`src/rtl/tmr_pkg.sv`:
```
package tmr_pkg;
    localparam int ADDR_W = 4;

    localparam logic [ADDR_W-1:0] A_CTRL     = 4'd0;
    localparam logic [ADDR_W-1:0] A_START    = 4'd1;
    localparam logic [ADDR_W-1:0] A_FLAGS    = 4'd2;
    localparam logic [ADDR_W-1:0] A_COUNT    = 4'd3;
    localparam logic [ADDR_W-1:0] A_VAL_BASE = 4'd4;
    localparam logic [ADDR_W-1:0] A_CFG_BASE = 4'd8;

    typedef enum logic [1:0] {
        ST_HALT  = 2'd0,
        ST_FREE  = 2'd1,
        ST_CYCLE = 2'd2
    } run_state_t;

    typedef enum logic [1:0] {
        ACT_HOLD   = 2'b00,
        ACT_LOW    = 2'b01,
        ACT_HIGH   = 2'b10,
        ACT_TOGGLE = 2'b11
    } cmp_act_t;
endpackage

```
`src/rtl/tmr_flag.sv`:
```
module tmr_flag (
    input  logic clk,
    input  logic rst_n,
    input  logic set_i,
    input  logic rd_i,
    input  logic wr_i,
    input  logic wbit_i,
    output logic flag_o
);
    logic armed;

    always_ff @(posedge clk or negedge rst_n) begin
        if (!rst_n) begin
            flag_o <= 1'b0;
            armed  <= 1'b0;
        end else begin
            if (set_i)
                flag_o <= 1'b1;
            else if (wr_i && !wbit_i && armed)
                flag_o <= 1'b0;

            if (rd_i)
                armed <= flag_o;
            else if (wr_i)
                armed <= 1'b0;
        end
    end

    // a flag that was never read as set cannot be cleared
    p_blind_clear_r10: assert property (@(posedge clk) disable iff (!rst_n)
        (flag_o && !armed) |=> flag_o);
endmodule

```
`src/rtl/tmr_tick_gen.sv`:
```
module tmr_tick_gen #(
    parameter int N_EXT    = 2,
    parameter int PRE_LOG  = 2
) (
    input  logic             clk,
    input  logic             rst_n,
    input  logic             run,
    input  logic [2:0]       clk_sel,
    input  logic [1:0]       edge_sel,
    input  logic [N_EXT-1:0] ext_clk,
    output logic             tick
);
    localparam int N_INT = 4;
    localparam int DIV_W = PRE_LOG * (N_INT - 1);

    logic [DIV_W-1:0] div;
    logic [N_INT-1:0] int_tick;
    logic [N_EXT-1:0] s1, s2, prev, ext_evt;

    always_ff @(posedge clk or negedge rst_n) begin
        if (!rst_n)
            div <= '0;
        else if (!run)
            div <= '0;
        else
            div <= div + 1'b1;
    end

    generate
        for (genvar k = 0; k < N_INT; k++) begin : g_int
            if (k == 0) begin : g_direct
                assign int_tick[k] = run;
            end else begin : g_divided
                assign int_tick[k] = run && (&div[k*PRE_LOG-1:0]);
            end
        end

        for (genvar e = 0; e < N_EXT; e++) begin : g_ext
            always_ff @(posedge clk or negedge rst_n) begin
                if (!rst_n) begin
                    s1[e]   <= 1'b0;
                    s2[e]   <= 1'b0;
                    prev[e] <= 1'b0;
                end else begin
                    s1[e]   <= ext_clk[e];
                    s2[e]   <= s1[e];
                    prev[e] <= s2[e];
                end
            end

            always_comb begin
                unique case (edge_sel)
                    2'b00:   ext_evt[e] = s2[e] && !prev[e];
                    2'b01:   ext_evt[e] = !s2[e] && prev[e];
                    default: ext_evt[e] = s2[e] ^ prev[e];
                endcase
            end
        end
    endgenerate

    always_comb begin
        tick = 1'b0;
        if (int'(clk_sel) < N_INT) begin
            tick = int_tick[clk_sel[1:0]];
        end else begin
            for (int e = 0; e < N_EXT; e++) begin
                if (int'(clk_sel) == N_INT + e)
                    tick = run && ext_evt[e];
            end
        end
    end
endmodule

```
`src/rtl/tmr_ctrl_fsm.sv`:
```
module tmr_ctrl_fsm
    import tmr_pkg::*;
(
    input  logic       clk,
    input  logic       rst_n,
    input  logic       start,
    input  logic       clr_valid,
    output logic       run,
    output logic       periodic,
    output run_state_t state
);
    run_state_t nxt;

    always_ff @(posedge clk or negedge rst_n) begin
        if (!rst_n)
            state <= ST_HALT;
        else
            state <= nxt;
    end

    always_comb begin
        nxt = state;
        unique case (state)
            ST_HALT: begin
                if (start)
                    nxt = clr_valid ? ST_CYCLE : ST_FREE;   // GO_CYCLE / GO_FREE
            end
            ST_FREE, ST_CYCLE: begin
                if (!start)
                    nxt = ST_HALT;                          // STOP
                else
                    nxt = clr_valid ? ST_CYCLE : ST_FREE;   // RESELECT
            end
            default: nxt = ST_HALT;
        endcase
    end

    always_comb begin
        run      = 1'b0;
        periodic = 1'b0;
        unique case (state)
            ST_HALT:  ;
            ST_FREE:  run = 1'b1;
            ST_CYCLE: begin
                run      = 1'b1;
                periodic = 1'b1;
            end
            default:  ;
        endcase
    end

    // writing start to 0 halts the channel on the next edge
    p_stop_halts_r2: assert property (@(posedge clk) disable iff (!rst_n)
        !start |=> (state == ST_HALT));
endmodule

```
`src/rtl/tmr_gr_slot.sv`:
```
module tmr_gr_slot
    import tmr_pkg::*;
#(
    parameter int CNT_W = 16
) (
    input  logic             clk,
    input  logic             rst_n,
    input  logic [CNT_W-1:0] count,
    input  logic             tick,
    input  logic             wr_val,
    input  logic             wr_cfg,
    input  logic [CNT_W-1:0] wdata,
    input  logic             cap_pin,
    input  logic             flag_rd,
    input  logic             flag_wr,
    input  logic             flag_wbit,
    output logic [CNT_W-1:0] val,
    output logic [2:0]       cfg,
    output logic             match,
    output logic             flag,
    output logic             pin
);
    logic c1, c2, cp;
    logic cap_evt;
    cmp_act_t act;

    assign act   = cmp_act_t'(cfg[2:1]);
    assign match = tick && !cfg[0] && (count == val);

    always_ff @(posedge clk or negedge rst_n) begin
        if (!rst_n) begin
            c1 <= 1'b0;
            c2 <= 1'b0;
            cp <= 1'b0;
        end else begin
            c1 <= cap_pin;
            c2 <= c1;
            cp <= c2;
        end
    end

    always_comb begin
        unique case (cfg[2:1])
            2'b01:   cap_evt = cfg[0] && c2 && !cp;
            2'b10:   cap_evt = cfg[0] && !c2 && cp;
            2'b11:   cap_evt = cfg[0] && (c2 ^ cp);
            default: cap_evt = 1'b0;
        endcase
    end

    always_ff @(posedge clk or negedge rst_n) begin
        if (!rst_n) begin
            val <= '0;
            cfg <= '0;
            pin <= 1'b0;
        end else begin
            if (cap_evt)
                val <= count;
            else if (wr_val)
                val <= wdata;

            if (wr_cfg)
                cfg <= wdata[2:0];

            if (match) begin
                unique case (act)
                    ACT_HOLD:   pin <= pin;
                    ACT_LOW:    pin <= 1'b0;
                    ACT_HIGH:   pin <= 1'b1;
                    ACT_TOGGLE: pin <= !pin;
                    default:    pin <= pin;
                endcase
            end
        end
    end

    tmr_flag u_flag (
        .clk    (clk),
        .rst_n  (rst_n),
        .set_i  (match || cap_evt),
        .rd_i   (flag_rd),
        .wr_i   (flag_wr),
        .wbit_i (flag_wbit),
        .flag_o (flag)
    );

    // a capture edge stores the counter value seen at that edge
    p_capture_latch_r9: assert property (@(posedge clk) disable iff (!rst_n)
        cap_evt |=> (val == $past(count)));
    // drive-high action
    p_pin_high_r8: assert property (@(posedge clk) disable iff (!rst_n)
        (match && act == ACT_HIGH) |=> pin);
    // toggle action inverts the pin
    p_pin_toggle_r8: assert property (@(posedge clk) disable iff (!rst_n)
        (match && act == ACT_TOGGLE) |=> (pin != $past(pin)));
    // a match always leaves the flag set
    p_match_flag_r7: assert property (@(posedge clk) disable iff (!rst_n)
        match |=> flag);
endmodule

```
`src/rtl/tmr_channel.sv`:
```
module tmr_channel
    import tmr_pkg::*;
#(
    parameter int CNT_W = 16,
    parameter int N_GR  = 4,
    parameter int N_EXT = 2
) (
    input  logic              clk,
    input  logic              rst_n,
    input  logic              wr_en,
    input  logic              rd_en,
    input  logic [ADDR_W-1:0] addr,
    input  logic [CNT_W-1:0]  wdata,
    output logic [CNT_W-1:0]  rdata,
    input  logic [N_EXT-1:0]  ext_clk,
    input  logic [N_GR-1:0]   cap_in,
    output logic [N_GR-1:0]   cmp_out
);
    logic [2:0] clk_sel;
    logic [1:0] edge_sel;
    logic [2:0] clr_sel;
    logic       start;
    logic [CNT_W-1:0] count;

    logic run, periodic, tick;
    run_state_t state;

    logic [N_GR-1:0][CNT_W-1:0] gr_val;
    logic [N_GR-1:0][2:0]       gr_cfg;
    logic [N_GR-1:0]            gr_match, gr_flag, clr_onehot;

    logic wr_cnt, flag_rd, flag_wr, clr_hit, clr_valid, ovf_set, ovf_flag;

    assign wr_cnt  = wr_en && (addr == A_COUNT);
    assign flag_rd = rd_en && (addr == A_FLAGS);
    assign flag_wr = wr_en && (addr == A_FLAGS);

    always_ff @(posedge clk or negedge rst_n) begin
        if (!rst_n) begin
            clk_sel  <= '0;
            edge_sel <= '0;
            clr_sel  <= '0;
            start    <= 1'b0;
        end else if (wr_en) begin
            if (addr == A_CTRL)
                {clr_sel, edge_sel, clk_sel} <= wdata[7:0];
            if (addr == A_START)
                start <= wdata[0];
        end
    end

    generate
        for (genvar i = 0; i < N_GR; i++) begin : g_gr
            assign clr_onehot[i] = (clr_sel == 3'(i + 1));

            tmr_gr_slot #(.CNT_W(CNT_W)) u_slot (
                .clk       (clk),
                .rst_n     (rst_n),
                .count     (count),
                .tick      (tick),
                .wr_val    (wr_en && (addr == A_VAL_BASE + ADDR_W'(i))),
                .wr_cfg    (wr_en && (addr == A_CFG_BASE + ADDR_W'(i))),
                .wdata     (wdata),
                .cap_pin   (cap_in[i]),
                .flag_rd   (flag_rd),
                .flag_wr   (flag_wr),
                .flag_wbit (wdata[i]),
                .val       (gr_val[i]),
                .cfg       (gr_cfg[i]),
                .match     (gr_match[i]),
                .flag      (gr_flag[i]),
                .pin       (cmp_out[i])
            );
        end
    endgenerate

    assign clr_valid = |clr_onehot;
    assign clr_hit   = periodic && |(gr_match & clr_onehot);
    assign ovf_set   = tick && !clr_hit && !wr_cnt && (&count);

    tmr_ctrl_fsm u_fsm (
        .clk       (clk),
        .rst_n     (rst_n),
        .start     (start),
        .clr_valid (clr_valid),
        .run       (run),
        .periodic  (periodic),
        .state     (state)
    );

    tmr_tick_gen #(.N_EXT(N_EXT)) u_tick (
        .clk      (clk),
        .rst_n    (rst_n),
        .run      (run),
        .clk_sel  (clk_sel),
        .edge_sel (edge_sel),
        .ext_clk  (ext_clk),
        .tick     (tick)
    );

    always_ff @(posedge clk or negedge rst_n) begin
        if (!rst_n)
            count <= '0;
        else if (wr_cnt)
            count <= wdata;
        else if (tick)
            count <= clr_hit ? '0 : count + 1'b1;
    end

    tmr_flag u_ovf (
        .clk    (clk),
        .rst_n  (rst_n),
        .set_i  (ovf_set),
        .rd_i   (flag_rd),
        .wr_i   (flag_wr),
        .wbit_i (wdata[CNT_W-1]),
        .flag_o (ovf_flag)
    );

    always_comb begin
        rdata = '0;
        case (addr)
            A_CTRL:  rdata[7:0] = {clr_sel, edge_sel, clk_sel};
            A_START: rdata[0] = start;
            A_FLAGS: begin
                rdata[N_GR-1:0]  = gr_flag;
                rdata[CNT_W-1]   = ovf_flag;
            end
            A_COUNT: rdata = count;
            default: begin
                for (int i = 0; i < N_GR; i++) begin
                    if (addr == A_VAL_BASE + ADDR_W'(i))
                        rdata = gr_val[i];
                    else if (addr == A_CFG_BASE + ADDR_W'(i))
                        rdata[2:0] = gr_cfg[i];
                end
            end
        endcase
    end

    // every non-clearing tick adds exactly one
    p_count_step_r2: assert property (@(posedge clk) disable iff (!rst_n)
        (tick && !clr_hit && !wr_cnt) |=> (count == $past(count) + 1'b1));
    // a halted channel holds its count
    p_hold_halted_r2: assert property (@(posedge clk) disable iff (!rst_n)
        (!run && !wr_cnt) |=> $stable(count));
    // the clear-source match returns the counter to zero
    p_period_clear_r5: assert property (@(posedge clk) disable iff (!rst_n)
        (clr_hit && !wr_cnt) |=> (count == '0));
    // a wrap always raises the overflow flag
    p_wrap_flag_r6: assert property (@(posedge clk) disable iff (!rst_n)
        ovf_set |=> (ovf_flag && count == '0));
endmodule

```
`config.mk`:
```
export PLATFORM = sky130hd
export DESIGN_NAME = tmr_channel
export DESIGN_NICKNAME = d
export VERILOG_FILES = /design/src/rtl/tmr_pkg.sv /design/src/rtl/tmr_flag.sv /design/src/rtl/tmr_tick_gen.sv /design/src/rtl/tmr_ctrl_fsm.sv /design/src/rtl/tmr_gr_slot.sv /design/src/rtl/tmr_channel.sv
export SDC_FILE = /design/constraint.sdc
export NUM_CORES = 1
export LEC_CHECK = 0
export ABC_AREA = 0
export BUFFER_PORTS_ARGS = -buffer_cell sky130_fd_sc_hd__buf_2
export CELL_PAD_IN_SITES_DETAIL_PLACEMENT = 0
export CELL_PAD_IN_SITES_GLOBAL_PLACEMENT = 1
export CORE_UTILIZATION = 45
export CTS_BUF_LIST = sky130_fd_sc_hd__clkbuf_8
export CTS_CLUSTER_SIZE = 16
export DETAILED_ROUTE_END_ITERATION = 8
export GPL_ROUTABILITY_DRIVEN = 0
export GPL_TIMING_DRIVEN = 0
export PLACE_DENSITY_LB_ADDON = 0.15
export SLEW_MARGIN = 20
export SYNTH_ARGS = -nofsm -noshare
export SYNTH_HDL_FRONTEND = slang
export SYNTH_SLANG_ARGS = --single-unit
export TNS_END_PERCENT = 50
```
`constraint.sdc`:
```
create_clock -name clk -period 2.6 [get_ports clk]
set_input_delay 0.52 -clock clk [delete_from_list [all_inputs] [get_ports clk]]
set_output_delay 0.52 -clock clk [all_outputs]
set_load 0.02 [all_outputs]
```
==> results by group <==
STA
  • Setup ws final: about 0.033 ns
  • Period minus WS final: between 2 and 3 ns
  • RSZ-0062 raised after global routing: true
  • Final setup vio count: 0
  • Max Fclk: just under 400 MHz
  • Worst Skew: ~0.015 ns
  • Fin. max-slew vios: 0
  • Period utilisation layout: 0.9874
  • Hold WS: -0.007781 ns
  • Final hold viol count: 6
  • Relative slew margins: 0.3282
  • Worst Max-Slew Pin Slew: ~1.0 ns

Clock tree
  • Clk root buf: clkbuf_8
  • CTS buffer count: 17
  • CTS sink cnt: around 140
  • TritonCTS clock tree: yes
  • Clock Tree Buf Depth: 2
  • Clk_lat worst skew: approximately 0.47 ns
  • Hold buffer count at CTS: 0
  • CTS clk-pin slew, worst paths: roughly 0.08 ns
  • H-tree depth: 4

Layout
  • # diodes: 0
  • Most common cell after layout, fill and taps aside: dfrtp_1
  • Nets: between 900 and 1k
  • Final Util: 0.5312
  • Layout area overhead: 15.14%
  • Share of layout cells above drive strength 1: 0.1878
  • Footprint of the multi-input gates: 0.004576 mm²
  • Fill cells: 1728
  • Register area: ~0.0035 mm²
  • Commonest cells after routing, fill and taps aside: 140 x dfrtp_1, 123 x nor2_1, 87 x a21oi_1, 73 x mux2i_1, 61 x xor2_1

Floorplanning
  • Die area: between 0.015 and 0.02 mm²
  • Starting Density: 0.4614
  • Num ports: 50
  • Core area: between 0.015 and 0.02 mm²
  • Die X: roughly 140 µm
  • Die Ht: ~140 µm
  • Std-Cell Rows: roughly 50

Global route
  • Gr usage total: 0.3028
  • Antenna violations before repair: 1
  • Largest net degree at the start of global routing: 78
  • Overflow after GRT: 0
  • Vias in the first global route: about 6.7k
  • First-pass GRT wire length: around 42000 µm

Power and ir drop
  • Peak VDD IR: around 0.44 mV
  • Total power: between 9 and 10 mW
  • Lkg Pwr: slightly above 4 nW
  • Power Density: between 900 and 1000 mW/mm²

Yosys
  • EDFF count, synth: 0
  • Count of warnings emitted by yosys: 0
  • Synth async-reset ratio: 1.000
  • Post-Syn Area: between 0.008 and 0.009 mm²
  • Seq cells post-synth: approximately 140
  • Syn Nets: around 920
  • Largest cells by area after synthesis: dfrtp_1 42%, mux2i_1 8.9%, xor2_1 6.4%, nor2_1 5.6%, a21oi_1 5.2%
  • Cell variety after synth: just under 60
  • Syn_area_per_cell: 9.450 µm²
  • Yosys top cell area share: 0.4229
  • Sequential area share after synthesis: 0.4229
  • Primary FF master, synth: dfrtp_1
  • Leading area contributor after synthesis: dfrtp_1
  • Cells after synthesis: roughly 880

Route
  • Routed vias: between 7k and 8k
  • Final WL: approximately 28000 µm
  • First-pass DRT Iterations: 7
  • DRT antenna net count: 0
  • # DRC: 8
  • Vias/cell: about 5.9
  • DRT iter0 DRCs: 693
  • Routed WL per cell: roughly 24 µm

Setup path
  • Arr. time, crit path: between 2 and 2.5 ns
  • Critical Path End: rdata[6]
  • CP startpoint: count[6]$_DFFE_PN0P_
  • Max FO, Critical Path: 10
  • CP Class: reg -> out
  • CP Launch Type: flop
  • Critical R2R Capture: g_gr[2].u_slot.pin$_DFFE_PN0P_
  • Reg2Reg Setup Slack: around 0.080 ns
  • Worst path required time: approximately 2.1 ns
  • R2r startpoint: u_tick.prev[1]$_DFF_PN0_
  • CP Capture Type: output pin
  • Worst R2R Path Depth: 7

Run
  • Max-cap violations: 0

Placed design
  • Setup WS pre-CTS: -0.8054 ns
  • Final HPWL DP: 20350 µm
  • PortBufs: 47

Hold path
  • Worst hold path type: in -> async

Run status
  • Violated checks: DRC, hold timing
  • Status: complete, but fails checks
report_power, final:
group          internal, mW  total (mW)  switching (mW)
sequential             2.84        3.57           0.729
clock                  1.09        2.05           0.960
combinational          1.50        3.65            2.15
worst max-delay path: stages, from the launching register on:
cell      delay (ns)
dfrtp_1         0.32
clkbuf_1        0.25
clkbuf_1        0.41
a22oi_1         0.16
nor2_1          0.11
a21oi_1         0.05
nor2_1          0.11
buf_2           0.18
synthesized netlist by cell type (all sizes together), types with 2 or more instances:
master and number:
nand4 6, nand3 30, a31oi 2, a221oi 3
and2 10, ha 9, or3b 3, nor2b 8
or4 2, o31ai 3, mux4 15, nand2b 8
nor4 21, or3 3, nor3 11, o21a 2
buf 25, o22ai 4, o41ai 2, o31a 4
nand2 57, and3 5, o21ai 29, mux2i 74
inv 16, xnor2 12, clkbuf 42, nor3b 2
a22o 7, or2 3, nor2 125, a21boi 2
mux2 20, nand3b 10, xor2 61, a21oi 87
a22oi 7, dfrtp 141
stage by stage:
step | TNS (ns) | instances | instance area, µm² | hold slack (ns)
6_report | 0 | 1198 | 9608 | -0.007781
5_1_grt | -0.09888 | 1198 | 9608 | 0.02934
4_1_cts | 0 | 1195 | 9452 | 0.01388
3_5_place_dp | -21.27 | 1160 | 8904 | 0.3395
3_3_place_gp | -182.12 | 1159 | 8866 | 0.3332
2_1_floorplan | 0 | 883 | 8344 | 0.2244
worst min-delay path by stage:
stage	startpoint	end	slack (ns)	cells past startpoint
final	rst_n	g_gr[1].u_slot.u_flag.armed$_DFFE_PN0P_	-0.008	1
after global routing	rst_n	g_gr[2].u_slot.cfg[2]$_DFFE_PN0P_	0.03	1
after CTS	rst_n	g_gr[2].u_slot.cfg[1]$_DFFE_PN0P_	0.01	1
after detailed placement	u_tick.s1[0]$_DFF_PN0_	u_tick.s2[0]$_DFF_PN0_	0.34	0
after global placement	g_gr[2].u_slot.c1$_DFF_PN0_	g_gr[2].u_slot.c2$_DFF_PN0_	0.33	0
after floorplan	rst_n	clk_sel[0]$_DFFE_PN0P_	0.22	0
area by class of cell:
type | count | area share
Sequential cell | 141 | 0.3674
Inverter | 16 | 0.006251
Buffer | 66 | 0.03803
Multi-Input combinational cell | 659 | 0.4762
Clock inverter | 14 | 0.02136
Tap cell | 229 | 0.02982
Clock buffer | 18 | 0.02578
Timing Repair Buffer | 55 | 0.03516
sequential cells by signal, indices dropped and copies added, names as in the netlist:
name                       count
clr_sel                        3
u_ovf.armed                    1
g_gr.u_slot.pin                4
u_tick.s2                      2
g_gr.u_slot.val               64
u_tick.div                     6
u_tick.prev                    2
edge_sel                       2
u_tick.s1                      2
g_gr.u_slot.c1                 4
g_gr.u_slot.cp                 4
clk_sel                        3
u_ovf.flag_o                   1
u_fsm.state                    2
count                         16
g_gr.u_slot.u_flag.armed       4
start                          1
g_gr.u_slot.cfg               12
g_gr.u_slot.c2                 4
g_gr.u_slot.u_flag.flag_o      4
per-layer routing:
layer / part of all wire / vias up / routed length, µm / GRT usage
li1: - / 3251 / - / -
met1: 0.46 / 3516 / 12940 / 0.4350
met2: 0.45 / 271 / 12610 / 0.4589
met3: 0.071 / 33 / 2003 / 0.05819
met4: 0.021 / 0 / 595 / 0.1017
met5: 0 / - / 0 / 0
cell families (layout without fill, tap and decap cells):
logic type | Yosys count | in the layout | synth area share
buffers and inverters | 83 | 169 | 0.04228
XOR/XNOR | 73 | 73 | 0.07662
AO/OA/AOI/OAI | 164 | 164 | 0.1183
adder cells (fa/ha/maj) | 9 | 9 | 0.01350
flip-flops | 141 | 141 | 0.4229
AND/OR/NAND/NOR | 304 | 304 | 0.1702
multiplexers | 109 | 109 | 0.1562
repair_timing:
item	in CTS	in global routing
pin swaps	1	4
setup buffers	3	4
resized for setup	25	45
endpoints found under the setup margin	33	51
cloned	0	0
No activity file was read; power rests on OpenSTA's default activity.
